<file path="src/rtl/fsi_pkg.sv">
package fsi_pkg;
  typedef enum logic [3:0] {
    A_STATUS = 4'd0,
    A_RAW    = 4'd1,
    A_MASK   = 4'd2,
    A_MASKED = 4'd3,
    A_CLEAR  = 4'd4,
    A_TX_THR = 4'd5,
    A_RX_THR = 4'd6,
    A_TX_LVL = 4'd7,
    A_RX_LVL = 4'd8,
    A_DMA_EN = 4'd9,
    A_TX_WM  = 4'd10,
    A_RX_WM  = 4'd11
  } reg_addr_e;

  // interrupt word bit positions
  localparam int unsigned IB_TX_LOW = 0;
  localparam int unsigned IB_TX_OVF = 1;
  localparam int unsigned IB_RX_UDF = 2;
  localparam int unsigned IB_RX_OVF = 3;
  localparam int unsigned IB_RX_HIGH = 4;

  // clear register bit positions
  localparam int unsigned CB_ALL    = 0;
  localparam int unsigned CB_RX_UDF = 1;
  localparam int unsigned CB_RX_OVF = 2;
  localparam int unsigned CB_TX_OVF = 3;

  // sticky flag vector order
  localparam int unsigned EF_TX_OVF = 0;
  localparam int unsigned EF_RX_UDF = 1;
  localparam int unsigned EF_RX_OVF = 2;
  localparam int unsigned NUM_ERR   = 3;

  // limit register bank order
  localparam int unsigned LR_TX_THR = 0;
  localparam int unsigned LR_RX_THR = 1;
  localparam int unsigned LR_TX_WM  = 2;
  localparam int unsigned LR_RX_WM  = 3;
  localparam int unsigned NUM_LIM   = 4;

  localparam int unsigned INT_W = 5;
endpackage

</file>
<file path="src/rtl/fsi_limit_reg.sv">
// Level register that rejects writes at or above LIMIT.
module fsi_limit_reg #(
  parameter int unsigned W      = 5,
  parameter int unsigned DW     = 16,
  parameter int unsigned LIMIT  = 16
) (
  input  logic          clk_i,
  input  logic          rst_ni,
  input  logic          wr_en_i,
  input  logic [DW-1:0] wdata_i,
  output logic [W-1:0]  value_o
);
  logic in_range;
  assign in_range = (wdata_i < DW'(LIMIT));

  always_ff @(posedge clk_i or negedge rst_ni) begin
    if (!rst_ni)                  value_o <= '0;
    else if (wr_en_i && in_range) value_o <= wdata_i[W-1:0];
  end
endmodule

</file>
<file path="src/rtl/fsi_err_flags.sv">
// Sticky error flags; a set in the same cycle as a clear wins.
module fsi_err_flags #(
  parameter int unsigned N = 3
) (
  input  logic         clk_i,
  input  logic         rst_ni,
  input  logic [N-1:0] set_i,
  input  logic [N-1:0] clr_i,
  output logic [N-1:0] flags_o
);
  for (genvar g = 0; g < N; g++) begin : g_flag
    always_ff @(posedge clk_i or negedge rst_ni) begin
      if (!rst_ni)       flags_o[g] <= 1'b0;
      else if (set_i[g]) flags_o[g] <= 1'b1;
      else if (clr_i[g]) flags_o[g] <= 1'b0;
    end
  end
endmodule

</file>
<file path="src/rtl/fifo_status_irq.sv">
module fifo_status_irq
  import fsi_pkg::*;
#(
  parameter int unsigned DEPTH  = 16,
  parameter int unsigned DATA_W = 16,
  parameter int unsigned LVL_W  = $clog2(DEPTH + 1)
) (
  input  logic              clk_i,
  input  logic              rst_ni,
  input  logic              busy_i,
  input  logic              tx_push_i,
  input  logic              tx_pop_i,
  input  logic [LVL_W-1:0]  tx_level_i,
  input  logic              rx_push_i,
  input  logic              rx_pop_i,
  input  logic [LVL_W-1:0]  rx_level_i,
  input  logic              reg_we_i,
  input  logic [3:0]        reg_addr_i,
  input  logic [DATA_W-1:0] reg_wdata_i,
  output logic [DATA_W-1:0] reg_rdata_o,
  output logic              irq_o,
  output logic              tx_dma_req_o,
  output logic              rx_dma_req_o
);
  localparam logic [3:0] LIM_ADDR [NUM_LIM] = '{A_TX_THR, A_RX_THR, A_TX_WM, A_RX_WM};
  localparam logic [LVL_W-1:0] FULL_LVL = LVL_W'(DEPTH);

  logic [LVL_W-1:0] lim_q [NUM_LIM];
  logic [INT_W-1:0] mask_q;
  logic [1:0]       dma_en_q;
  logic [INT_W-1:0] status_w, raw_w, masked_w;
  logic [NUM_ERR-1:0] err_set, err_clr, err_q;
  logic clr_wr;

  // tx_pop_i carries no error cause; kept for a uniform strobe interface
  logic unused_pop;
  assign unused_pop = tx_pop_i;

  for (genvar g = 0; g < NUM_LIM; g++) begin : g_lim
    fsi_limit_reg #(.W(LVL_W), .DW(DATA_W), .LIMIT(DEPTH)) u_lim (
      .clk_i   (clk_i),
      .rst_ni  (rst_ni),
      .wr_en_i (reg_we_i && (reg_addr_i == LIM_ADDR[g])),
      .wdata_i (reg_wdata_i),
      .value_o (lim_q[g])
    );
  end

  always_ff @(posedge clk_i or negedge rst_ni) begin
    if (!rst_ni) begin
      mask_q   <= '0;
      dma_en_q <= '0;
    end else if (reg_we_i) begin
      if (reg_addr_i == A_MASK)   mask_q   <= reg_wdata_i[INT_W-1:0];
      if (reg_addr_i == A_DMA_EN) dma_en_q <= reg_wdata_i[1:0];
    end
  end

  assign clr_wr = reg_we_i && (reg_addr_i == A_CLEAR);

  always_comb begin
    err_set[EF_TX_OVF] = tx_push_i && (tx_level_i == FULL_LVL);
    err_set[EF_RX_OVF] = rx_push_i && (rx_level_i == FULL_LVL);
    err_set[EF_RX_UDF] = rx_pop_i && (rx_level_i == '0);
    err_clr[EF_TX_OVF] = clr_wr && (reg_wdata_i[CB_ALL] || reg_wdata_i[CB_TX_OVF]);
    err_clr[EF_RX_OVF] = clr_wr && (reg_wdata_i[CB_ALL] || reg_wdata_i[CB_RX_OVF]);
    err_clr[EF_RX_UDF] = clr_wr && (reg_wdata_i[CB_ALL] || reg_wdata_i[CB_RX_UDF]);
  end

  fsi_err_flags #(.N(NUM_ERR)) u_err (
    .clk_i   (clk_i),
    .rst_ni  (rst_ni),
    .set_i   (err_set),
    .clr_i   (err_clr),
    .flags_o (err_q)
  );

  always_comb begin
    status_w    = '0;
    status_w[0] = busy_i;
    status_w[1] = (tx_level_i == FULL_LVL);
    status_w[2] = (tx_level_i == '0);
    status_w[3] = (rx_level_i == '0);
    status_w[4] = (rx_level_i == FULL_LVL);

    raw_w             = '0;
    raw_w[IB_TX_LOW]  = (tx_level_i <= lim_q[LR_TX_THR]);
    raw_w[IB_TX_OVF]  = err_q[EF_TX_OVF];
    raw_w[IB_RX_UDF]  = err_q[EF_RX_UDF];
    raw_w[IB_RX_OVF]  = err_q[EF_RX_OVF];
    raw_w[IB_RX_HIGH] = (rx_level_i > lim_q[LR_RX_THR]);
  end

  assign masked_w     = raw_w & mask_q;
  assign irq_o        = |masked_w;
  assign tx_dma_req_o = dma_en_q[1] && (tx_level_i <= lim_q[LR_TX_WM]);
  assign rx_dma_req_o = dma_en_q[0] && (rx_level_i >  lim_q[LR_RX_WM]);

  always_comb begin
    case (reg_addr_i)
      A_STATUS: reg_rdata_o = DATA_W'(status_w);
      A_RAW:    reg_rdata_o = DATA_W'(raw_w);
      A_MASK:   reg_rdata_o = DATA_W'(mask_q);
      A_MASKED: reg_rdata_o = DATA_W'(masked_w);
      A_TX_THR: reg_rdata_o = DATA_W'(lim_q[LR_TX_THR]);
      A_RX_THR: reg_rdata_o = DATA_W'(lim_q[LR_RX_THR]);
      A_TX_LVL: reg_rdata_o = DATA_W'(tx_level_i);
      A_RX_LVL: reg_rdata_o = DATA_W'(rx_level_i);
      A_DMA_EN: reg_rdata_o = DATA_W'(dma_en_q);
      A_TX_WM:  reg_rdata_o = DATA_W'(lim_q[LR_TX_WM]);
      A_RX_WM:  reg_rdata_o = DATA_W'(lim_q[LR_RX_WM]);
      default:  reg_rdata_o = '0;
    endcase
  end
endmodule

</file>
<file path="config.mk">
export PLATFORM = sky130hd
export DESIGN_NAME = fifo_status_irq
export DESIGN_NICKNAME = d
export VERILOG_FILES = /design/src/rtl/fsi_pkg.sv /design/src/rtl/fsi_limit_reg.sv /design/src/rtl/fsi_err_flags.sv /design/src/rtl/fifo_status_irq.sv
export SDC_FILE = /design/constraint.sdc
export NUM_CORES = 1
export LEC_CHECK = 0
export BUFFER_PORTS_ARGS = -buffer_cell sky130_fd_sc_hd__buf_2
export CAP_MARGIN = 20
export CORE_MARGIN = 2
export CORE_UTILIZATION = 30
export CTS_CLUSTER_DIAMETER = 50
export DETAILED_ROUTE_END_ITERATION = 12
export PLACE_DENSITY = 0.55
export RECOVER_POWER = 100
export SYNTH_ARGS = -nofsm -noshare
export SYNTH_HDL_FRONTEND = slang
export SYNTH_SLANG_ARGS = --single-unit
</file>
<file path="constraint.sdc">
create_clock -name clk_i -period 3 [get_ports clk_i]
set_input_delay 0.3 -clock clk_i [delete_from_list [all_inputs] [get_ports clk_i]]
set_output_delay 0.3 -clock clk_i [all_outputs]
set_load 0.005 [all_outputs]
</file>
* After elaboration in Yosys (flattened, before gate mapping)
Index checks and enable logic that the tools add are counted.
** Storage, ports and cells
- Output and inout bits :: 19
- Memory bits (writable) :: 0
- Input port bits :: 38
- Flip-flop bits (word level) :: 30
- Word-level logic and storage cells :: 64
- Bits in latches :: 0
- Memories kept :: 0
- ROM bits :: 0
** Operators by class
- Order comparisons :: 5
- Bitwise gates (word level) :: 1
- Reduce and logical (&&, ||, !) cells :: 29
- $mul :: 0
- Div/mod/pow operators :: 0
- Shift-type cells :: 0
- Equality and inequality tests :: 13
- Add/subtract/negate cells :: 0
- Mux-type cells :: 7
** Operator list (count)
- $pmux W5 S11 :: 1
- $logic_and A1 B1 Y1 :: 17
- $eq A4 B3 Y1 const B :: 4
- $eq A4 B4 Y1 const B :: 4
- $lt A16 B5 Y1 const B :: 1
- $eq A5 B5 Y1 const B :: 2
- $gt A5 B5 Y1 :: 2
- $le A5 B5 Y1 :: 2
- $logic_not A5 Y1 :: 2
- $eq A4 B2 Y1 const B :: 2
- $mux W1 :: 6
- $reduce_bool A2 Y1 :: 3
- $and A5 B5 Y5 :: 1
- $reduce_or A5 Y1 :: 1
- $eq A4 B1 Y1 const B :: 1
- $logic_not A4 Y1 :: 1
- $reduce_and A2 Y1 :: 2
- $logic_or A1 B1 Y1 :: 3

* Depth between registers and ports, before layout
Gate-level depths: netlist of the first run.
- Word-level depth :: 5
- Gate-level depth with buffers :: 7
- Gate-level depth less buffers :: 7

* By module
Synthesis of the first run repeated with hierarchy kept, for this count alone.
** Unflattened totals
- Cells, all modules :: 270
- Area total of the unflattened synthesis :: 2558.7 um^2
** Modules (own cells, without submodules)
- fifo_status_irq :: instances 1, area each 1549.0 um^2, seq. area each 175.2 um^2, cells each 201
- fsi_limit_reg :: instances 4, area each 225.2 um^2, seq. area each 125.1 um^2, cells each 15
- fsi_err_flags :: instances 1, area each 108.9 um^2, seq. area each 75.1 um^2, cells each 9

* Worst setup path after synthesis of the first run
OpenSTA, ideal clock, no wires.
- Path type :: reg-to-output
- From :: register g_lim[1].u_lim.value_o[2]
- To :: output port irq_o
- Buffers on the path :: 0
- Stages on the path, launching flop included :: 8
- Path slack :: 1.278 ns
- Data required time :: 2.700 ns
- Arrival :: 1.422 ns
- Path through :: dfrtp_1 inv_1 ha_1 a21o_1 a21oi_1 nor2b_1 o32ai_1 o211ai_1
** On the way
- Longest elaborated chain between the ends :: 3
** Ends and longest elaborated chain
- start: declaration :: RTL line fsi_limit_reg.sv:11 : output logic [W-1:0] value_o
- start signal: assignment :: RTL line fsi_limit_reg.sv:18 : else if (wr_en_i && in_range) value_o <= wdata_i[W-1:0];
- $gt A5 B5 Y1 :: RTL line fifo_status_irq.sv:91 : raw_w[IB_RX_HIGH] = (rx_level_i > lim_q[LR_RX_THR]);
- $and A5 B5 Y5 :: RTL line fifo_status_irq.sv:94 : assign masked_w = raw_w & mask_q;
- $reduce_or A5 Y1 :: RTL line fifo_status_irq.sv:95 : assign irq_o = |masked_w;
- end: declaration :: RTL line fifo_status_irq.sv:21 : output logic irq_o,
Every way passes these cells.

* Worst setup path in the final report of the first run
- From :: input port reg_addr_i[2]
- To :: output port reg_rdata_o[3]
** On the way
- Longest elaborated chain between the ends :: 2
- Elaborated cells between the ends (all ways) :: 12
- Classes of those cells :: eq/ne: 10; mux: 1; reduce/logical: 1
** Ends and longest elaborated chain
- start: declaration :: RTL line fifo_status_irq.sv:18 : input logic [3:0] reg_addr_i,
- $eq A4 B4 Y1 (tied with other cells) :: RTL line fifo_status_irq.sv:100 : case (reg_addr_i)
- $pmux W5 S11 (*) :: RTL line fifo_status_irq.sv:100
- end: declaration :: RTL line fifo_status_irq.sv:20 : output logic [DATA_W-1:0] reg_rdata_o,
Mark *: on every way between the ends. The rest lies on a longest branch, timed or not.

==> results.json, run 1 <==
{
  "grt_max_degree": 31,
  "clock_latency_ps": 280,
  "grt_usage_pct": 16.8,
  "num_vias": 2018,
  "synth_edf_count": 0,
  "rsz0062_at_grt": "no",
  "drc": 0,
  "critPathTopFamily": "simple AND/OR/NAND/NOR gates",
  "rr_worst_depth": 1,
  "postLayoutCellArea_um2": 2610,
  "hp-class": "in2reg",
  "grt_pass1_vias": 2003,
  "finalSetupViolations": 0,
  "avgSynthCellArea_um2": 9.33,
  "timing.final.crit_share_pct": 80.7,
  "drt-initial-drc-count": 171,
  "dp_cells": 380,
  "pre_cts_slack_ps": 768,
  "place_area_um2": 2560,
  "grt.overflow.total": 0,
  "fmax_mhz": 413,
  "hp-start": "reg_wdata_i[4]",
  "min_path_cells": 2,
  "crit_required_ps": 2700,
  "tightest_slew_ps": 1620,
  "drive_gt1_share_pct": 23.5,
  "reg2reg_slack_ps": 2180,
  "core_um2": 7330,
  "ys_warn_count": 0,
  "die_y_um": 91.7,
  "slowest_delay_ps": 580,
  "grt_pass1_wl_um": 10900,
  "clkSlewWorstSetupHoldPaths_ps": 70,
  "cp_max_fo": 14,
  "postRouteWirelength_um": 6520,
  "cp-end-kind": "output pin",
  "antenna_found_initial": 0,
  "cts_resized": 0,
  "clock_path_buffers": 2,
  "die-area_um2": 8400,
  "async_flop_share_pct": 100,
  "htreeDepth": 2,
  "fin_skew_ps": 0,
  "hold_viol": 0,
  "synth_cell_types": 47,
  "crit_path_frequent_cell": "clkbuf_1",
  "crit_type": "in2out",
  "crit_buf_inv": 2,
  "antenna_left": 0,
  "cts-root-buf": "clkbuf_8",
  "synth_ff_type": "dfrtp_1",
  "power_uw": 1030,
  "r2r-start": "g_lim[0].u_lim.value_o[0]",
  "syn-instance-count": 247,
  "max_cap_viol_count": 1,
  "row_count": 31,
  "cp-start-kind": "input port",
  "io_buffers": 44,
  "fin_nets": 346,
  "vias_per_cell": 5.20,
  "post_cts_buffers": 0,
  "dpl.hpwl_um": 5110,
  "cts_tree": "done",
  "vdd_drop_max_mv": 0.171,
  "wire_per_inst_um": 16.8,
  "holdPathEnd": "mask_q[4]",
  "setup_tns_ps": 0,
  "cts_hold_buf": 0,
  "synth_area_um2": 2300,
  "finalCriticalPeriod_ps": 2420,
  "power.density_nw_per_um2": 394,
  "place_congestion": 0.904,
  "status": "finished, violations left",
  "area_delta_synth_final_pct": 13.2,
  "worstPathCellList": "clkbuf_1 -> nor2b_1 -> and2_0 -> a32o_1 -> a32oi_1 -> o21ai_1 -> clkbuf_1",
  "violations": "max-capacitance violations, max-slew violations",
  "arrival_ps": 2120,
  "maxSlewViolCount": 31,
  "drt_pass1_iterations": 4,
  "cts_buffers": 5,
  "ys_seq_area_share_pct": 32.6,
  "r2r-end": "g_lim[0].u_lim.value_o[0]",
  "die_x_um": 91.7,
  "cts_num_sinks": 30,
  "setup_slack_ps": 579,
  "p_leak_uw": 0.00121,
  "initial_core_util_pct": 31.4,
  "maxSlewHeadroom_pct": -8.10,
  "critPathSlowestCell": "nor2b_1",
  "num_antenna_cells": 0,
  "ys_seq_elements": 30,
  "io_pins": 57,
  "final_cells": 388
}
-- layer usage --
metal / vias up / global-route usage, % / routed length (um)
met1: 951 / 23.5 / 2940
li1: 972 / - / -
met5: - / 0 / 0
met4: 0 / 4.80 / 114
met3: 11 / 3.70 / 448
met2: 84 / 26.0 / 3010
-- synth_stat cells (2+ instances only) --
| cell type | instances | area share [%] |
|---|---|---|
| and3_1 | 3 | 0.81 |
| nor3_1 | 4 | 0.87 |
| nor2_1 | 14 | 2.3 |
| o22ai_1 | 3 | 0.81 |
| a211oi_1 | 3 | 0.98 |
| nand2b_1 | 2 | 0.54 |
| a32oi_1 | 5 | 1.9 |
| o211ai_1 | 7 | 2.3 |
| nand2_1 | 12 | 2.0 |
| o21ai_0 | 11 | 2.4 |
| a221o_1 | 2 | 0.87 |
| nor2_4 | 3 | 1.5 |
| inv_1 | 24 | 3.9 |
| buf_4 | 13 | 4.2 |
| a21oi_1 | 7 | 1.5 |
| nor2b_1 | 6 | 1.6 |
| buf_2 | 5 | 1.1 |
| a22oi_1 | 3 | 0.98 |
| nand4_1 | 4 | 1.1 |
| nor4_1 | 2 | 0.54 |
| dfrtp_1 | 30 | 33 |
| mux2_2 | 20 | 9.8 |
| nand3_1 | 9 | 2.0 |
| ha_1 | 20 | 11 |
| o221ai_1 | 3 | 1.1 |
| o21ai_1 | 4 | 0.87 |
| a32o_1 | 4 | 1.7 |
| mux2i_1 | 5 | 2.2 |
-- logic make-up after synthesis --
logic type | count (synthesis) | share of synthesized area [%]
and+or+nand+nor | 65 | 15.9
muxes | 26 | 12.4
DFF | 30 | 32.6
buffers and inverters | 45 | 9.72
AOI/OAI and AO/OA | 60 | 18.4
adders and majority gates | 20 | 10.9
other | 1 | 0.163
-- where the power goes --
group,switching (uW),internal (uW),leakage [uW],total (uW)
clock network,160,184,0.0000472,344
registers,36.5,436,0.000366,472
logic,118,94.4,0.000799,212
-- area by class of cell --
class / count / area, um^2
clock inverter: 2 / 12.5
inverter: 25 / 93.8
multi-input combinational: 182 / 1340
clock buffer: 6 / 82.6
tap: 99 / 124
sequential: 30 / 751
timing repair buffer: 44 / 211
fill: 777 / 4720
-- worst max path at each step --
stage	startpoint	endpoint	cells after the start
floorplan	g_lim[1].u_lim.value_o[2]	irq_o	7
CTS	g_lim[1].u_lim.value_o[2]	irq_o	8
detailed placement	reg_addr_i[3]	reg_rdata_o[0]	7
global route	reg_addr_i[2]	reg_rdata_o[3]	7
global placement	reg_addr_i[3]	reg_rdata_o[0]	7
finish	reg_addr_i[2]	reg_rdata_o[3]	7
-- through the flow --
stage	hold WS, ps	utilization, %
floorplan	4.41	-
global placement	388	34.9
detailed placement	392	34.9
CTS	85.1	36.2
global route	273	35.6
finish	267	35.6
-- registers in the layout, indices dropped and copies added, names as in the netlist --
register / flops
u_err.flags_o: 3
dma_en_q: 2
mask_q: 5
g_lim.u_lim.value_o: 20
-- cell usage in the layout, fill, tap and decap left out, drive strengths merged, types with 2 or more instances in the layout --
cell    synthesis  layout
nor2           17      17
nand2b          3       3
a32o            4       4
nand3           9       9
conb            1      11
inv            25      25
a32oi           5       5
o22ai           3       3
a211oi          3       3
nand4           4       4
nor2b           6       6
ha             20      20
buf            19      35
o21ai          15      15
a22oi           3       3
and3            3       3
dfrtp          30      30
nor4            3       3
nor3            4       4
clkbuf          1      15
nand2          13      13
o221ai          3       3
mux2i           5       5
o211ai          7       7
a221o           2       2
mux2           21      21
a21oi           7       7
(Power assumes the default switching activity.)
==> inputs of run 2 (changes only) <==
--- a/config.mk
+++ b/config.mk
@@ -11,7 +11,7 @@
 export CORE_UTILIZATION = 30
 export CTS_CLUSTER_DIAMETER = 50
 export DETAILED_ROUTE_END_ITERATION = 12
-export PLACE_DENSITY = 0.55
+export PLACE_DENSITY = 0.57
 export RECOVER_POWER = 100
 export SYNTH_ARGS = -nofsm -noshare
 export SYNTH_HDL_FRONTEND = slang
==> constraint.sdc (replaced) <==
create_clock -name clk_i -period 2.1 [get_ports clk_i]
set_input_delay 0.21 -clock clk_i [delete_from_list [all_inputs] [get_ports clk_i]]
set_output_delay 0.21 -clock clk_i [all_outputs]
set_load 0.005 [all_outputs]
==> results.json, run 2 (synthesis gave the netlist of run 1 again) <==
{
  "clock_path_buffers": 2,
  "die-area_um2": 8400,
  "status": "finished, violations left",
  "fin_skew_ps": 0,
  "grt_pass1_wl_um": 10500,
  "finalCriticalPeriod_ps": 2010,
  "clock_latency_ps": 280,
  "crit_required_ps": 1890,
  "biggestRegsByFlops": "g_lim.u_lim.value_o x20, mask_q x5, u_err.flags_o x3",
  "htreeDepth": 2,
  "internal_power_uw": 1030,
  "cts_tree": "done",
  "seqPwrFrac_pct": 45.5,
  "max_cap_viol_count": 1,
  "min_path_cells": 2,
  "place_area_um2": 2590,
  "die_x_um": 91.7,
  "postRouteWirelength_um": 6610,
  "wire_per_inst_um": 16.7,
  "switching_share_pct": 30.6,
  "drive_gt1_share_pct": 29.7,
  "cts_num_sinks": 30,
  "hp-class": "in2reg",
  "grt.overflow.total": 0,
  "drt-initial-drc-count": 194,
  "cp-end-kind": "output pin",
  "fillers": 744,
  "power.density_nw_per_um2": 545,
  "timing.final.crit_share_pct": 95.5,
  "finalSetupViolations": 0,
  "cts_hold_buf": 0,
  "clkSlewWorstSetupHoldPaths_ps": 70,
  "core_um2": 7330,
  "cts_buffers": 5,
  "p_sw_uw": 454,
  "violations": "max-capacitance violations, max-slew violations",
  "top_register": "g_lim.u_lim.value_o",
  "cts-root-buf": "clkbuf_8",
  "place_congestion": 0.905,
  "largest_reg_flops": 20,
  "r2r-end": "g_lim[1].u_lim.value_o[2]",
  "dpl.hpwl_um": 5070,
  "num_antenna_cells": 0,
  "postLayoutCellArea_um2": 2730,
  "vdd_drop_max_mv": 0.225,
  "final_common_cell": "buf_2",
  "cp_max_fo": 2,
  "fin_nets": 353,
  "grt_max_degree": 31,
  "maxSlewViolCount": 31,
  "rr_worst_depth": 2,
  "combPwrFrac_pct": 21.6,
  "drt_pass1_iterations": 4,
  "hp-start": "reg_wdata_i[4]",
  "holdPathEnd": "mask_q[4]",
  "final_cells": 395,
  "tightest_slew_ps": 1680,
  "hold_viol": 0,
  "dp_cells": 384,
  "crit_type": "reg2out",
  "io_buffers": 44,
  "antenna_left": 0,
  "num_vias": 2046,
  "maxSlewHeadroom_pct": -12.0,
  "r2r-start": "g_lim[1].u_lim.value_o[2]",
  "area_delta_synth_final_pct": 18.4,
  "die_y_um": 91.7,
  "fmax_mhz": 499,
  "io_pins": 57,
  "cp-start-kind": "register",
  "arrival_ps": 1800,
  "antenna_found_initial": 0,
  "vias_per_cell": 5.18,
  "initial_core_util_pct": 31.4,
  "p_clk_share_pct": 33.0,
  "drc": 0,
  "row_count": 31,
  "grt_pass1_vias": 1968,
  "grt_usage_pct": 16.1,
  "reg2reg_slack_ps": 1210,
  "final_cell_mix": "39 x buf_2, 30 x dfrtp_1, 23 x inv_1",
  "p_leak_uw": 0.00126
}
run 2: cell types whose count changed in the layout (fill, tap and decap cells not counted), moves of 2 or more:
cell / delta
a211oi_1: -2
a211oi_2: +2
buf_2: +4
buf_4: +6
clkbuf_1: -2
ha_1: -2
ha_4: +2
o21ai_0: -3
o21ai_1: +3
o221ai_1: -2
o221ai_2: +2
run 2: critical path, cell delays in order (launching register included):
cell and delay, ps:
dfrtp_1 390, inv_2 70, ha_4 190, a21o_1 170, a21oi_1 120, nor2b_1 70
o32ai_2 220, o211ai_1 130, buf_2 160
run 2: stage by stage:
step | power, uW | hold WS, ps | TNS (ps) | setup WS (ps) | utilization (%)
floorplan | 862 | -85.6 | 0 | 468 | -
detailed placement | 999 | 304 | 0 | 173 | 35.3
global placement | 993 | 299 | 0 | 180 | 35.3
global route | 1570 | 195 | -24.2 | -24.2 | 37.2
finish | 1490 | 191 | 0 | 94.7 | 37.2
CTS | 1500 | 1.26 | 0 | 0.534 | 37.0
run 2: layout make-up:
class	count	area (um^2)	area share, %
clock buffers	6	82.6	3.03
inverters	25	93.8	3.44
flip-flops and latches	30	751	27.5
well taps	99	124	4.54
multi-input cells	182	1400	51.4
repair buffers	51	264	9.67
clock inverters	2	12.5	0.459
run 2: power by group through the flow:
stage                     clock (uW)  combinational [uW]  sequential [uW]
final                            490                 321              675
after global placement             0                 309              684
after CTS                        502                 319              675
after floorplan                    0                 198              663
after detailed placement           0                 314              685
after global routing             532                 354              680
run 2: what timing repair did:
item / CTS / global route
buffers inserted: 1 / 2
setup endpoints to repair: 2 / 5
pin swaps: 3 / 3
resized for setup: 2 / 9
run 2: worst max path at each step:
stage	depth (start not counted)	slack (ps)	start	endpoint
2_1_floorplan	7	470	g_lim[1].u_lim.value_o[2]	irq_o
3_3_place_gp	8	180	g_lim[1].u_lim.value_o[2]	irq_o
3_5_place_dp	8	170	g_lim[1].u_lim.value_o[2]	irq_o
4_1_cts	8	0.5	g_lim[2].u_lim.value_o[1]	tx_dma_req_o
5_1_grt	8	-20	g_lim[0].u_lim.value_o[3]	reg_rdata_o[0]
6_report	8	90	g_lim[1].u_lim.value_o[2]	irq_o
run 2: metal layers:
layer | GRT usage [%] | vias up | part of all wire [%]
met2 | 25.6 | 87 | 45
met4 | 4.80 | 0 | 2.7
met1 | 22.1 | 954 | 45
met3 | 3.29 | 14 | 7.0
met5 | 0 | - | 0
li1 | - | 991 | -
==> inputs of run 3 (changes only) <==
--- a/config.mk
+++ b/config.mk
@@ -5,13 +5,13 @@
 export SDC_FILE = /design/constraint.sdc
 export NUM_CORES = 1
 export LEC_CHECK = 0
-export BUFFER_PORTS_ARGS = -buffer_cell sky130_fd_sc_hd__buf_2
 export CAP_MARGIN = 20
 export CORE_MARGIN = 2
 export CORE_UTILIZATION = 30
 export CTS_CLUSTER_DIAMETER = 50
 export DETAILED_ROUTE_END_ITERATION = 12
-export PLACE_DENSITY = 0.57
+export DONT_BUFFER_PORTS = 1
+export PLACE_DENSITY = 0.53
 export RECOVER_POWER = 100
 export SYNTH_ARGS = -nofsm -noshare
 export SYNTH_HDL_FRONTEND = slang
==> results.json, run 3 (synthesis gave the netlist of run 1 again) <==
{
  "io_buffers": 0,
  "cts_buffers": 5,
  "row_count": 31,
  "dpl.hpwl_um": 5100,
  "vias_per_cell": 5.36,
  "num_vias": 1886,
  "cts-root-buf": "clkbuf_8",
  "core_um2": 7330,
  "crit_required_ps": 1890,
  "largest_reg_flops": 20,
  "tightest_slew_ps": 1400,
  "worstPathCellList": "inv_2 -> ha_4 -> a21o_1 -> a21oi_2 -> nor2b_1 -> o32ai_2 -> o211ai_1",
  "grt_pass1_wl_um": 10400,
  "clock_path_buffers": 2,
  "die_y_um": 91.7,
  "status": "finished clean",
  "finalSetupViolations": 0,
  "hp-class": "in2reg",
  "die_x_um": 91.7,
  "power.density_nw_per_um2": 554,
  "critPathSlowestCell": "dfrtp_1",
  "antenna_found_initial": 0,
  "wire_per_inst_um": 18.7,
  "top_register": "g_lim.u_lim.value_o",
  "fin_nets": 310,
  "critPathTopFamily": "compound AO/OA/AOI/OAI gates",
  "place_congestion": 0.882,
  "cts_num_sinks": 30,
  "finalCriticalPeriod_ps": 2020,
  "io_pins": 57,
  "final_common_cell": "dfrtp_1",
  "crit_type": "reg2out",
  "drt-initial-drc-count": 225,
  "clkSlewWorstSetupHoldPaths_ps": 70,
  "grt_max_degree": 31,
  "setup_tns_ps": 0,
  "crit_buf_inv": 1,
  "drt_pass1_iterations": 4,
  "die-area_um2": 8400,
  "fmax_mhz": 495,
  "cp-start-kind": "register",
  "grt_pass1_vias": 1914,
  "place_area_um2": 2370,
  "postRouteWirelength_um": 6590,
  "grt.overflow.total": 0,
  "maxSlewHeadroom_pct": 6.92,
  "antenna_left": 0,
  "p_leak_uw": 0.00110,
  "num_antenna_cells": 0,
  "fin_skew_ps": 0,
  "max_cap_viol_count": 0,
  "arrival_ps": 1810,
  "biggestRegsByFlops": "g_lim.u_lim.value_o x20, mask_q x5, u_err.flags_o x3",
  "cts_tree": "done",
  "initial_core_util_pct": 31.4,
  "area_delta_synth_final_pct": 8.14,
  "drive_gt1_share_pct": 15.8,
  "drc": 0,
  "slowest_delay_ps": 390,
  "hold_viol": 0,
  "power_uw": 1380,
  "cp-end-kind": "output pin",
  "timing.final.crit_share_pct": 96.2,
  "htreeDepth": 2,
  "maxSlewViolCount": 0,
  "vdd_drop_max_mv": 0.278,
  "final_cell_mix": "30 x dfrtp_1, 24 x inv_1, 20 x mux2_2",
  "postLayoutCellArea_um2": 2490,
  "clock_latency_ps": 270,
  "grt_usage_pct": 16.0,
  "cp_max_fo": 2
}
## run 3: cell count changes in the layout (fill, tap and decap cells not counted), sizes merged
cell          change
buf              -42
dlymetal6s4s      +1
clkinvlp          -1
dlygate4sd3       +1
clkbuf            -2
## run 3: through the flow
| stage | hold slack [ps] | worst slack [ps] | instances | utilization (%) |
|---|---|---|---|---|
| after floorplan | -85.6 | 468 | 257 | - |
| after global routing | 62.7 | -4.60 | 352 | 34.0 |
| after CTS | 47.3 | 36.3 | 350 | 34.0 |
| after detailed placement | -83.8 | 254 | 340 | 32.3 |
| final | 53.0 | 80.3 | 352 | 34.0 |
| after global placement | -84.0 | 264 | 340 | 32.3 |
## run 3: area by class of cell
cell class              instances  area (um^2)
inverters                      25         93.8
clock inverters                 1         5.00
multi-input cells             182         1370
well taps                      99          124
flip-flops and latches         30          751
repair buffers                  8         60.1
clock buffers                   7         86.3
fillers                       771         4840
## run 3: worst paths after layout
check / startpoint / endpoint / slack (ps) / cells past startpoint
max in group asynchronous: rst_ni / mask_q[0] / 400 / 2
hold / removal: reg_wdata_i[3] / g_lim[0].u_lim.value_o[3] / 50 / 2
min in group asynchronous: rst_ni / mask_q[4] / 880 / 2
setup reg to reg: g_lim[1].u_lim.value_o[2] / g_lim[1].u_lim.value_o[2] / 1210 / 2
setup / recovery: g_lim[1].u_lim.value_o[2] / reg_rdata_o[4] / 80 / 7
hold reg to reg: g_lim[3].u_lim.value_o[2] / g_lim[3].u_lim.value_o[2] / 510 / 1
## run 3: layer usage
metal / routed length [um] / GRT usage (%)
met2: 3060 / 26.4
met5: 0 / 0
met1: 3050 / 21.7
met3: 444 / 3.62
met4: 34 / 3.03
## run 3: repair_timing
action,CTS,global route
pin swaps,0,2
setup buffers,0,2
hold buffers,2,0
hold endpoints to repair,30,0
gates resized for setup,1,6
endpoints found under the setup margin,2,4
## run 3: power breakdown
part / internal [uW] / total [uW] / switching [uW]
registers: 623 / 678 / 55.2
clock network: 264 / 478 / 214
logic: 111 / 225 / 114
